**config.mk**
```make
export PLATFORM = sky130hd
export DESIGN_NAME = trkframe_gen
export DESIGN_NICKNAME = d
export VERILOG_FILES = /design/src/rtl/trkframe_pkg.sv /design/src/rtl/trkframe_rstsync.sv /design/src/rtl/trkframe_seq.sv /design/src/rtl/trkframe_fmt.sv /design/src/rtl/trkframe_gen.sv
export SDC_FILE = /design/constraint.sdc
export NUM_CORES = 1
export LEC_CHECK = 0
export BUFFER_PORTS_ARGS = -buffer_cell sky130_fd_sc_hd__buf_4
export CAP_MARGIN = 10
export CORE_ASPECT_RATIO = 2
export CORE_MARGIN = 4
export CORE_UTILIZATION = 40
export CTS_CLUSTER_SIZE = 12
export DETAILED_ROUTE_END_ITERATION = 10
export PLACE_DENSITY_LB_ADDON = 0.15
export SKIP_LAST_GASP = 1
export SLEW_MARGIN = 20
export SYNTH_ARGS = -nofsm -noshare
export SYNTH_HDL_FRONTEND = slang
export SYNTH_SLANG_ARGS = --single-unit
```
**constraint.sdc**
```tcl
create_clock -name clk -period 2.4 [get_ports clk]
set_input_delay 0.24 -clock clk [delete_from_list [all_inputs] [get_ports clk]]
set_output_delay 0.24 -clock clk [all_outputs]
set_load 0.01 [all_outputs]
```
**src/rtl/trkframe_pkg.sv**
```systemverilog
package trkframe_pkg;
  localparam int CODE_W = 8;
  localparam int DATA_W = 16;
  localparam int WORD_W = CODE_W + DATA_W;
  localparam int N_BODY = 8;
  localparam int IDX_W  = $clog2(N_BODY);

  typedef enum logic [1:0] {
    ST_IDLE = 2'd0,
    ST_HEAD = 2'd1,
    ST_BODY = 2'd2,
    ST_TAIL = 2'd3
  } trk_state_e;

  localparam logic [CODE_W-1:0] CODE_FILL = 8'hF0;
  localparam logic [CODE_W-1:0] CODE_HEAD = 8'hB5;
  localparam logic [CODE_W-1:0] CODE_BODY = 8'hB0;
  localparam logic [CODE_W-1:0] CODE_TAIL = 8'hBA;
  localparam logic [DATA_W-1:0] HEAD_DATA = 16'h0301;

  // stored event payload, fixed order
  function automatic logic [DATA_W-1:0] body_word(input logic [IDX_W-1:0] sel);
    logic [DATA_W-1:0] v;
    case (sel)
      3'd0:    v = 16'h1110;
      3'd1:    v = 16'h01A2;
      3'd2:    v = 16'hFFFF;
      3'd3:    v = 16'h0000;
      3'd4:    v = 16'h0000;
      3'd5:    v = 16'h0114;
      3'd6:    v = 16'h3C02;
      default: v = 16'hA201;
    endcase
    return v;
  endfunction
endpackage

```
**src/rtl/trkframe_rstsync.sv**
```systemverilog
module trkframe_rstsync #(
  parameter int STAGES = 2
) (
  input  logic clk,
  input  logic arst_n,
  output logic srst_n_o
);
  logic [STAGES-1:0] chain_q;

  always_ff @(posedge clk or negedge arst_n) begin
    if (!arst_n) chain_q <= '0;
    else         chain_q <= {chain_q[STAGES-2:0], 1'b1};
  end

  assign srst_n_o = chain_q[STAGES-1];
endmodule

```
**src/rtl/trkframe_seq.sv**
```systemverilog
module trkframe_seq
  import trkframe_pkg::*;
(
  input  logic             clk,
  input  logic             rst_n,
  input  logic             trig_i,
  output trk_state_e       state_o,
  output logic [IDX_W-1:0] idx_o,
  output logic             busy_o
);
  localparam logic [IDX_W-1:0] LAST_IDX = IDX_W'(N_BODY - 1);

  trk_state_e       st_q, st_d;
  logic [IDX_W-1:0] idx_q, idx_d;
  logic             adv_en;

  always_comb begin
    st_d  = st_q;
    idx_d = idx_q;
    case (st_q)
      ST_IDLE: if (trig_i) st_d = ST_HEAD;
      ST_HEAD: begin
        st_d  = ST_BODY;
        idx_d = '0;
      end
      ST_BODY: begin
        if (idx_q == LAST_IDX) st_d = ST_TAIL;
        else                   idx_d = idx_q + IDX_W'(1);
      end
      default: st_d = ST_IDLE;
    endcase
  end

  assign adv_en = (st_q != ST_IDLE) | trig_i;

  always_ff @(posedge clk or negedge rst_n) begin
    if (!rst_n) begin
      st_q  <= ST_IDLE;
      idx_q <= '0;
    end else if (adv_en) begin
      st_q  <= st_d;
      idx_q <= idx_d;
    end
  end

  assign state_o = st_q;
  assign idx_o   = idx_q;
  assign busy_o  = (st_q != ST_IDLE);

  assert_start_R2: assert property (@(posedge clk) disable iff (!rst_n)
    (!busy_o && trig_i) |=> (busy_o && st_q == ST_HEAD));

  assert_rise_needs_trig_R7: assert property (@(posedge clk) disable iff (!rst_n)
    $rose(busy_o) |-> $past(trig_i));

  assert_tail_exit_R5: assert property (@(posedge clk) disable iff (!rst_n)
    (st_q == ST_TAIL) |=> !busy_o);
endmodule

```
**src/rtl/trkframe_fmt.sv**
```systemverilog
module trkframe_fmt
  import trkframe_pkg::*;
#(
  parameter bit REVERSE_BITS = 1'b1
) (
  input  logic              clk,
  input  logic              rst_n,
  input  trk_state_e        state_i,
  input  logic [IDX_W-1:0]  idx_i,
  output logic [WORD_W-1:0] word_o
);
  logic [DATA_W-1:0] body_val;
  logic [DATA_W-1:0] par_q, par_d;
  logic              par_en;
  logic [CODE_W-1:0] code_raw;
  logic [DATA_W-1:0] data_raw, data_tx;

  assign body_val = body_word(idx_i);

  // parity: header loads (clears old frame), payload accumulates
  assign par_en = (state_i == ST_HEAD) || (state_i == ST_BODY);
  assign par_d  = (state_i == ST_HEAD) ? HEAD_DATA : (par_q ^ body_val);

  always_ff @(posedge clk or negedge rst_n) begin
    if (!rst_n)      par_q <= '0;
    else if (par_en) par_q <= par_d;
  end

  always_comb begin
    case (state_i)
      ST_HEAD: begin code_raw = CODE_HEAD; data_raw = HEAD_DATA; end
      ST_BODY: begin code_raw = CODE_BODY; data_raw = body_val;  end
      ST_TAIL: begin code_raw = CODE_TAIL; data_raw = par_q;     end
      default: begin code_raw = CODE_FILL; data_raw = '0;        end
    endcase
  end

  generate
    if (REVERSE_BITS) begin : g_rev
      for (genvar gi = 0; gi < DATA_W; gi++) begin : g_bit
        assign data_tx[gi] = data_raw[DATA_W-1-gi];
      end
    end else begin : g_pass
      assign data_tx = data_raw;
    end
  endgenerate

  assign word_o = {code_raw, data_tx};

  assert_trailer_then_fill_R5: assert property (@(posedge clk) disable iff (!rst_n)
    (word_o[WORD_W-1:DATA_W] == CODE_TAIL) |=> (word_o[WORD_W-1:DATA_W] == CODE_FILL));

  assert_head_then_body_R3: assert property (@(posedge clk) disable iff (!rst_n)
    (word_o[WORD_W-1:DATA_W] == CODE_HEAD) |=> (word_o[WORD_W-1:DATA_W] == CODE_BODY));
endmodule

```
**src/rtl/trkframe_gen.sv**
```systemverilog
module trkframe_gen
  import trkframe_pkg::*;
#(
  parameter bit REVERSE_BITS = 1'b1,
  parameter int SYNC_STAGES  = 2
) (
  input  logic        clk,
  input  logic        rst_n,
  input  logic        trig_i,
  output logic [23:0] word_o,
  output logic        busy_o
);
  logic             srst_n;
  trk_state_e       state;
  logic [IDX_W-1:0] idx;

  trkframe_rstsync #(.STAGES(SYNC_STAGES)) u_rstsync (
    .clk      (clk),
    .arst_n   (rst_n),
    .srst_n_o (srst_n)
  );

  trkframe_seq u_seq (
    .clk     (clk),
    .rst_n   (srst_n),
    .trig_i  (trig_i),
    .state_o (state),
    .idx_o   (idx),
    .busy_o  (busy_o)
  );

  trkframe_fmt #(.REVERSE_BITS(REVERSE_BITS)) u_fmt (
    .clk     (clk),
    .rst_n   (srst_n),
    .state_i (state),
    .idx_i   (idx),
    .word_o  (word_o)
  );

  assert_idle_fill_R1: assert property (@(posedge clk) disable iff (!srst_n)
    !busy_o |-> (word_o == 24'hF00000));
endmodule

```
## Yosys cells after proc, flatten, opt, wreduce, memory -nomap -nowiden

Index checks and enable logic that the tools add are counted.

| word-level totals | value |
|---|---|
| register bits after elaboration | 23 |
| input bits | 3 |

| cells by class | value |
|---|---|
| add/sub/neg operators | 1 |
| reduce and logical (&&, ||, !) cells | 8 |
| equal/unequal tests | 13 |
| muxes and demuxes | 9 |
| bitwise gates (word level) | 2 |

Operators by type and width:

| operator | count |
|---|---|
| 16-bit case mux with 6 select lines | 1 |
| 16-bit case mux with 3 select lines | 1 |
| 7-bit case mux with 3 select lines | 1 |
| 16-bit 2-to-1 mux | 1 |
| 16-bit XOR | 1 |
| 3-bit == test, second input constant | 4 |
| 3-bit by 2-bit == test with 1-bit output, second input constant | 2 |
| 2-bit != test, second input constant | 3 |
| 2-bit case mux with 3 select lines | 1 |
| 3-bit case mux with 2 select lines | 1 |
| 3-bit AND reduction | 2 |
| 2-bit == test, second input constant | 2 |
| 2-bit 2-to-1 mux | 2 |
| 2-bit nonzero test | 2 |
| 3-bit by 1-bit adder with 3-bit output, second input constant | 1 |
| 3-bit by 1-bit == test with 1-bit output, second input constant | 1 |
| 3-bit logical NOT | 1 |
| 3-bit 2-to-1 mux | 1 |
| 2-bit by 1-bit == test with 1-bit output, second input constant | 1 |
| 2-bit logical NOT | 1 |
| 2-bit OR reduction | 1 |
| 1-bit logical OR | 1 |
| 1-bit OR | 1 |

## Depth between registers and ports, before layout

Gate-level depths: netlist of the first run.

| depth | value |
|---|---|
| depth after elaboration | 5 |
| mapped depth | 7 |

## Cells and area by module

A second synthesis of the first run with hierarchy kept.

| unflattened totals | value |
|---|---|
| cells, all modules | 175 |
| area, all modules | 1586.5 um^2 |

By module, submodules not included:

| module | instances | cells each | seq. area each (um^2) | area an instance (um^2) |
|---|---|---|---|---|
| trkframe_fmt | 1 | 140 | 400.4 | 1162.4 |
| trkframe_seq | 1 | 32 | 125.1 | 370.4 |
| trkframe_rstsync | 1 | 3 | 50.0 | 53.8 |

## Worst setup path after synthesis of the first run

No wires, ideal clock.

| path | value |
|---|---|
| kind | reg2out |
| start | register u_seq.idx_q[1], in the netlist u_seq.idx_o[1] |
| end | output port word_o[15] |
| buffers on the path | 0 |
| cell stages (with the launch flop) | 7 |
| setup slack | 602 ps |
| arrival time | 1558 ps |
| data required time | 2160 ps |
| cell sequence | dfrtp_1 > inv_1 > ha_1 > o31ai_1 > o31a_4 > nand2_1 > a31oi_1 |

| between the ends | value |
|---|---|
| word-level cells in the longest chain between the ends | 4 |
| elaborated cells on any way between the ends | 10 |
| those cells by class | eq/ne (6); mux (2); reduce/logical (2) |

RTL lines:

| element | line | source |
|---|---|---|
| start, declared | trkframe_seq.sv:14 | `logic [IDX_W-1:0] idx_q, idx_d;` |
| start signal, assigned | trkframe_seq.sv:42 | `idx_q <= idx_d;` |
| 3-bit by 2-bit == test with 1-bit output or 3-bit == test (tied branches) | trkframe_pkg.sv:24 | `case (sel)` |
| 2-bit OR reduction (no line) | -- |  |
| 16-bit case mux with 6 select lines * | trkframe_pkg.sv:24 |  |
| 16-bit case mux with 3 select lines * | trkframe_fmt.sv:30 | `case (state_i)` |
| end, declared | trkframe_gen.sv:10 | `output logic [23:0] word_o,` |

Every way passes the cells marked *; elsewhere a longest branch is shown, timed or not.

## Final worst setup path of the first run

| path | value |
|---|---|
| start | register u_seq.idx_q[0], in the netlist u_seq.idx_o[0] |
| end | output port word_o[15] |

Same word-level chain as after synthesis.

==> results of run 1 <==
-- flip-flops by register name, indices dropped and copies added (netlist names) --
name	flops
u_rstsync.chain_q	2
u_seq.state_o	2
u_fmt.par_q	16
u_seq.idx_o	3
-- cells by family (layout without fill, tap and decap cells) --
family,after synthesis,count (layout),synth area share
compound gates,51,51,0.234
fa+ha+maj,10,10,0.0753
buf+inv,30,52,0.0889
flops,23,23,0.346
mux,6,6,0.0384
other cells,1,4,0.00226
simple gates,63,63,0.215
-- final cells by class --
| class | instances | share of cell area |
|---|---|---|
| Clock inverter | 1 | 0.00256 |
| Timing Repair Buffer | 31 | 0.120 |
| Inverter | 17 | 0.0326 |
| Tap cell | 51 | 0.0326 |
| Sequential cell | 23 | 0.295 |
| Multi-Input combinational cell | 134 | 0.496 |
| Clock buffer | 3 | 0.0211 |
-- metal layers --
| layer | up-vias | GRT usage | share of wire |
|---|---|---|---|
| li1 | 688 | - | - |
| met1 | 705 | 0.205 | 0.39 |
| met4 | 0 | 0.0571 | 0.013 |
| met3 | 5 | 0.0210 | 0.030 |
| met5 | - | 0 | 0 |
| met2 | 29 | 0.308 | 0.56 |
-- timing repair --
| item | 4_1_cts | 5_1_grt |
|---|---|---|
| resized for setup | 1 | 5 |
| endpoints found under the setup margin | 3 | 3 |
| hold buffers | 1 | 0 |
| endpoints found under the hold margin | 2 | 0 |
-- how the worst max path moves through the flow --
stage	start	to	slack (ps)	cells past startpoint
detailed placement	u_seq.idx_o[0]	word_o[15]	290	7
global placement	u_seq.idx_o[0]	word_o[15]	390	7
finish	u_seq.idx_o[0]	word_o[15]	140	7
floorplan	u_seq.idx_o[1]	word_o[15]	600	6
CTS	u_seq.idx_o[1]	word_o[15]	40	7
global route	u_seq.state_o[1]	word_o[14]	0.4	6
-- where the power goes --
part           switching (mW)  internal [mW]  leakage [nW]
logic                    1.24           1.13         0.605
registers               0.230          0.589         0.266
clock network           0.131          0.116        0.0255
-- cell usage in the layout (no fill, tap or decap), types with 4 or more instances in the layout --
master,synthesis,final
conb_1,1,4
a21oi_1,10,10
nor2_1,13,13
nand2_1,14,14
o21ai_0,4,4
dfrtp_1,23,21
ha_1,10,9
inv_1,17,17
nor3b_1,4,4
buf_4,5,30
nand2b_1,11,11
o22ai_1,7,7
-- critical path, stage by stage (launching register included) --
cell	delay (ps)
dfrtp_2	420
inv_1	100
ha_1	260
o31ai_2	280
o31a_4	230
nand2_1	100
a31oi_2	210
buf_4	150
==> run metrics, run 1 <==
status completed; main area contributors after synthesis dfrtp_1, ha_1, nand2b_1, inv_1, nand2_1; Arr. time, crit path 2020 ps; Seq/Total Area, Yosys 0.346; Ant. Diodes 0; worst setup margin between 100 and 150 ps; count leader, synth dfrtp_1; multi-input logic area a little under 0.001 sq mm; grt ovf 0; DP Cell Count around 260; number of flops mapped to enable cells by yosys 0; Horiz. Die Dim 53.6 um; Critical Path RT approximately 2200 ps; largest net degree at the start of global routing 22; area delta synth->final 17.8%; Syn. warnings 0; final WL about 4.2 mm; Final Slew Violations 0; initial antenna violation count 0; DRT iter0 DRCs 34; placed instance area 0.00188 sq mm; Worst R2R End u_fmt.par_q[9]; WL per Instance approximately 16 um; flop2flop setup slack around 430 ps; layout cells sized above 1 0.273; Post-Syn Instances roughly 180; Avg Inst Size Synth ~9.0 sq um; Yosys top cell by area dfrtp_1; vias in the first global route roughly 1500; Synth top cells by count dfrtp_1, inv_1, nand2_1, nor2_1, nand2b_1; # DRC 0; CTS tree yes; Synth cell types 46; Core Area 0.00392 sq mm; total power between 3 and 4 mW; worst slack, placed approximately 290 ps; gpl congestion approximately 0.89; total number of vias 1427; Pleak ~0.9 nW; CTS clk-pin slew, worst paths 90 ps; Post-Layout Cell Count between 200 and 300; Yosys reg bits 23; Site Rows 32; Die Footprint about 0.0053 sq mm; dominant synthesized flop cell dfrtp_1; Setup TNS Final 0 ps; unrepaired setup endpoints after global routing false; clock root buffer clkbuf_8; HPWL Detailed approximately 3.2 mm; # fillers between 400 and 500; setup violators final 0; Fin. Hold Viols 0; Die H 99.2 um; Least-Margin Pin Slew ~900 ps; Final #Nets between 200 and 250; crit path max fanout 8; CP startpoint kind flop; GRT Total Usage 0.173; critical path class flop to output pin; Top Ports 28; design area just under 0.002 sq mm; PwrDens 1760 mW/mm^2; Max VDD drop ~770 uV; hold slack approximately 280 ps; Tcrit/Tclk final 0.940; worst r2r src u_seq.state_o[1]; crit end category output pin; sinks on the clock net 23; Sequential Area about 580 sq um; starting density of the core 0.423; clock skew 7.88 ps; Mapped Area around 0.0017 sq mm; worst skew pair latency approximately 270 ps; Setup Fix Bufs, Post-CTS 0; ys async rst share 1.00; total iterations of the first detailed-routing run 4; Final ANT Viol Nets 0; first-pass GRT wire length about 7 mm; Core Util, Final 0.499; FF-to-FF path depth 6; htree depth 1; Fmax 443 MHz; CTS buffer count 3; Rel. slew slack 0.399; vias per cell ~5.5; Port-buffer cells 24; Max clock buf depth 2; post-synth top area share 0.346; Period minus WS final 2260 ps; maxcap violations 0; Hold Path Class input pin to asynchronous set/reset pin
(Power assumes the default switching activity.)
==> run 2: changes to the inputs <==
--- a/config.mk
+++ b/config.mk
@@ -7,7 +7,6 @@
 export LEC_CHECK = 0
 export BUFFER_PORTS_ARGS = -buffer_cell sky130_fd_sc_hd__buf_4
 export CAP_MARGIN = 10
-export CORE_ASPECT_RATIO = 2
 export CORE_MARGIN = 4
 export CORE_UTILIZATION = 40
 export CTS_CLUSTER_SIZE = 12
==> run 2 against run 1 <==
Effect of this change: wire length down 4.4%; non-clock buffer count down 2; final area down 1.3%; fmax up 0.68%; first-iteration DRC count up 110%; sequential power down 1%; power down 2.2%; critical path type unchanged; highest routed layer unchanged.
==> run metrics, run 2 (synthesis gave the netlist of run 1 again) <==
clock skew 5.56 ps (-2.32 ps); Final ANT Viol Nets 0 (unchanged); PwrDens 1740 mW/mm^2 (-0.90%); grt ovf 0 (unchanged); Top reg by flops u_fmt.par_q; Max clock buf depth 2 (unchanged); sinks on the clock net 23 (unchanged); CTS tree yes; # DRC 0 (unchanged); crit end category output pin; htree depth 1 (unchanged); max reg flops 16 (unchanged); worst slack, placed 275 ps (-13.1 ps); placed instance area 0.00186 sq mm (-0.87%); layout cells sized above 1 0.256 (-0.0167); first-pass GRT wire length 6.84 mm (-2.3%); initial antenna violation count 0 (unchanged); status completed; HPWL Detailed 3.04 mm (-6.0%); Final #Nets 221 (-0.90%); Hold Path Class input pin to asynchronous set/reset pin; commonest non-fill, non-tap cells in the layout buf_4, dfrtp_1, inv_1, nand2_1, nor2_1; crit path from u_seq.idx_o[0]; Tcrit/Tclk final 0.933 (-0.00635); WL per Instance 15.8 um (-3.2%); critical path class flop to output pin; worst path cell trace inv_1 > ha_2 > mux2i_1 > a21bo_2 > a22oi_1 > nor2_1 > buf_4; Final Slew Violations 0 (unchanged); Core Area 0.00400 sq mm (+1.9%); clock root buffer clkbuf_8; gpl congestion 0.767 (-14%); largest net degree at the start of global routing 22 (unchanged); Setup TNS Final 0 ps (unchanged); Worst R2R End u_seq.state_o[1]; Core Util, Final 0.483 (-0.0161); crit path max fanout 12 (+4); Die Footprint 0.00525 sq mm (-1.2%); Critical Path RT 2160 ps (about the same); maxcap violations 0 (unchanged); Period minus WS final 2240 ps (-15.2 ps); worst setup margin 160 ps (+15.2 ps); Critical Path Slowest Stage Cell dfrtp_2; Rel. slew slack 0.409 (+0.0102); FF-to-FF path depth 5 (-1); hold slack 274 ps (-2.04 ps); Worst path max stage delay 430 ps (about the same); CP startpoint kind flop; Post-Layout Cell Count 257 (-1.2%); CTS clk-pin slew, worst paths 90 ps (about the same); unrepaired setup endpoints after global routing false; Port-buffer cells 24 (unchanged); total iterations of the first detailed-routing run 4 (unchanged); Arr. time, crit path 2000 ps (-20 ps); final WL 4.06 mm (-4.4%); area delta synth->final 16.2%; Max VDD drop 1040 uV (+34%); worst skew pair latency 270 ps (about the same); Critical Path End word_o[11]; flop2flop setup slack 450 ps (+20 ps); commonest non-fill, non-tap cell in the layout buf_4; vias in the first global route 1422 (-2.9%); vias per cell 5.50 (+0.25%); Horiz. Die Dim 72.5 um (+35%); worst r2r src u_seq.state_o[0]; GRT Total Usage 0.164 (-0.00893); DRT iter0 DRCs 70 (+110%); Ant. Diodes 0 (unchanged); CTS buffer count 3 (unchanged); Die H 72.5 um (-27%); DP Cell Count 252 (-1.2%); Least-Margin Pin Slew 886 ps (-15.4 ps); Fmax 446 MHz (+0.68%); Pleak 0.882 nW (-1.6%); total number of vias 1414 (-0.91%); total power 3.36 mW (-2.2%); Setup Fix Bufs, Post-CTS 0 (unchanged); starting density of the core 0.415 (-0.00808); Site Rows 23 (-28%); Fin. Hold Viols 0 (unchanged); Top Ports 28 (unchanged); setup violators final 0 (unchanged); design area 0.00193 sq mm (-1.3%)
==> run 2: cell count changes in the layout (fill, tap and decap cells not counted) <==
| cell | before | now |
|---|---|---|
| clkinvlp_4 | 0 | 1 |
| a31oi_2 | 2 | 0 |
| buf_4 | 30 | 28 |
| a31oi_1 | 2 | 4 |
| clkinv_2 | 1 | 0 |
==> run 2: worst min path at each step <==
| stage | from | to | cells after the start |
|---|---|---|---|
| 2_1_floorplan | rst_n | u_rstsync.chain_q[0] | 0 |
| 3_3_place_gp | rst_n | u_rstsync.chain_q[1] | 1 |
| 3_5_place_dp | rst_n | u_rstsync.chain_q[0] | 1 |
| 4_1_cts | rst_n | u_rstsync.chain_q[1] | 2 |
| 5_1_grt | rst_n | u_rstsync.chain_q[0] | 2 |
| 6_report | rst_n | u_rstsync.chain_q[1] | 2 |
==> run 2: layout make-up <==
class | count | area [sq um]
timing repair buffer | 29 | 220
multi-input combinational | 134 | 957
tap | 50 | 62.6
clock buffer | 3 | 41.3
inverter | 17 | 63.8
sequential | 23 | 578
fill | 388 | 2070
clock inverter | 1 | 7.51
==> run 2: critical path, delay by kind of cell, from the launching register on <==
| kind | cells | cell delay (ps) |
|---|---|---|
| buffers and inverters | 2 | 270 |
| DFF | 1 | 430 |
| and+or+nand+nor | 1 | 60 |
| AOI/OAI and AO/OA | 2 | 430 |
| adders and majority gates | 1 | 280 |
| muxes | 1 | 270 |
==> run 2: where the power goes <==
part	internal (mW)	leakage (nW)	switching (mW)	total (mW)
Combinational	1.08	0.594	1.21	2.29
Clock	0.118	0.0217	0.136	0.254
Sequential	0.589	0.266	0.221	0.810
==> run 2: timing repair <==
item,CTS,global route
pin swaps,0,0
hold endpoints to repair,2,0
cloned,0,0
setup endpoints to repair,3,3
resized for setup,1,3
hold buffers,1,0
==> run 2: per-layer routing <==
layer | vias to the layer above | GRT usage | routed length, um
met1 | 689 | 0.213 | 1800
met5 | - | 0 | 0
met2 | 30 | 0.287 | 2030
met4 | 0 | 0.0410 | 48
met3 | 6 | 0.0235 | 173
li1 | 689 | - | -
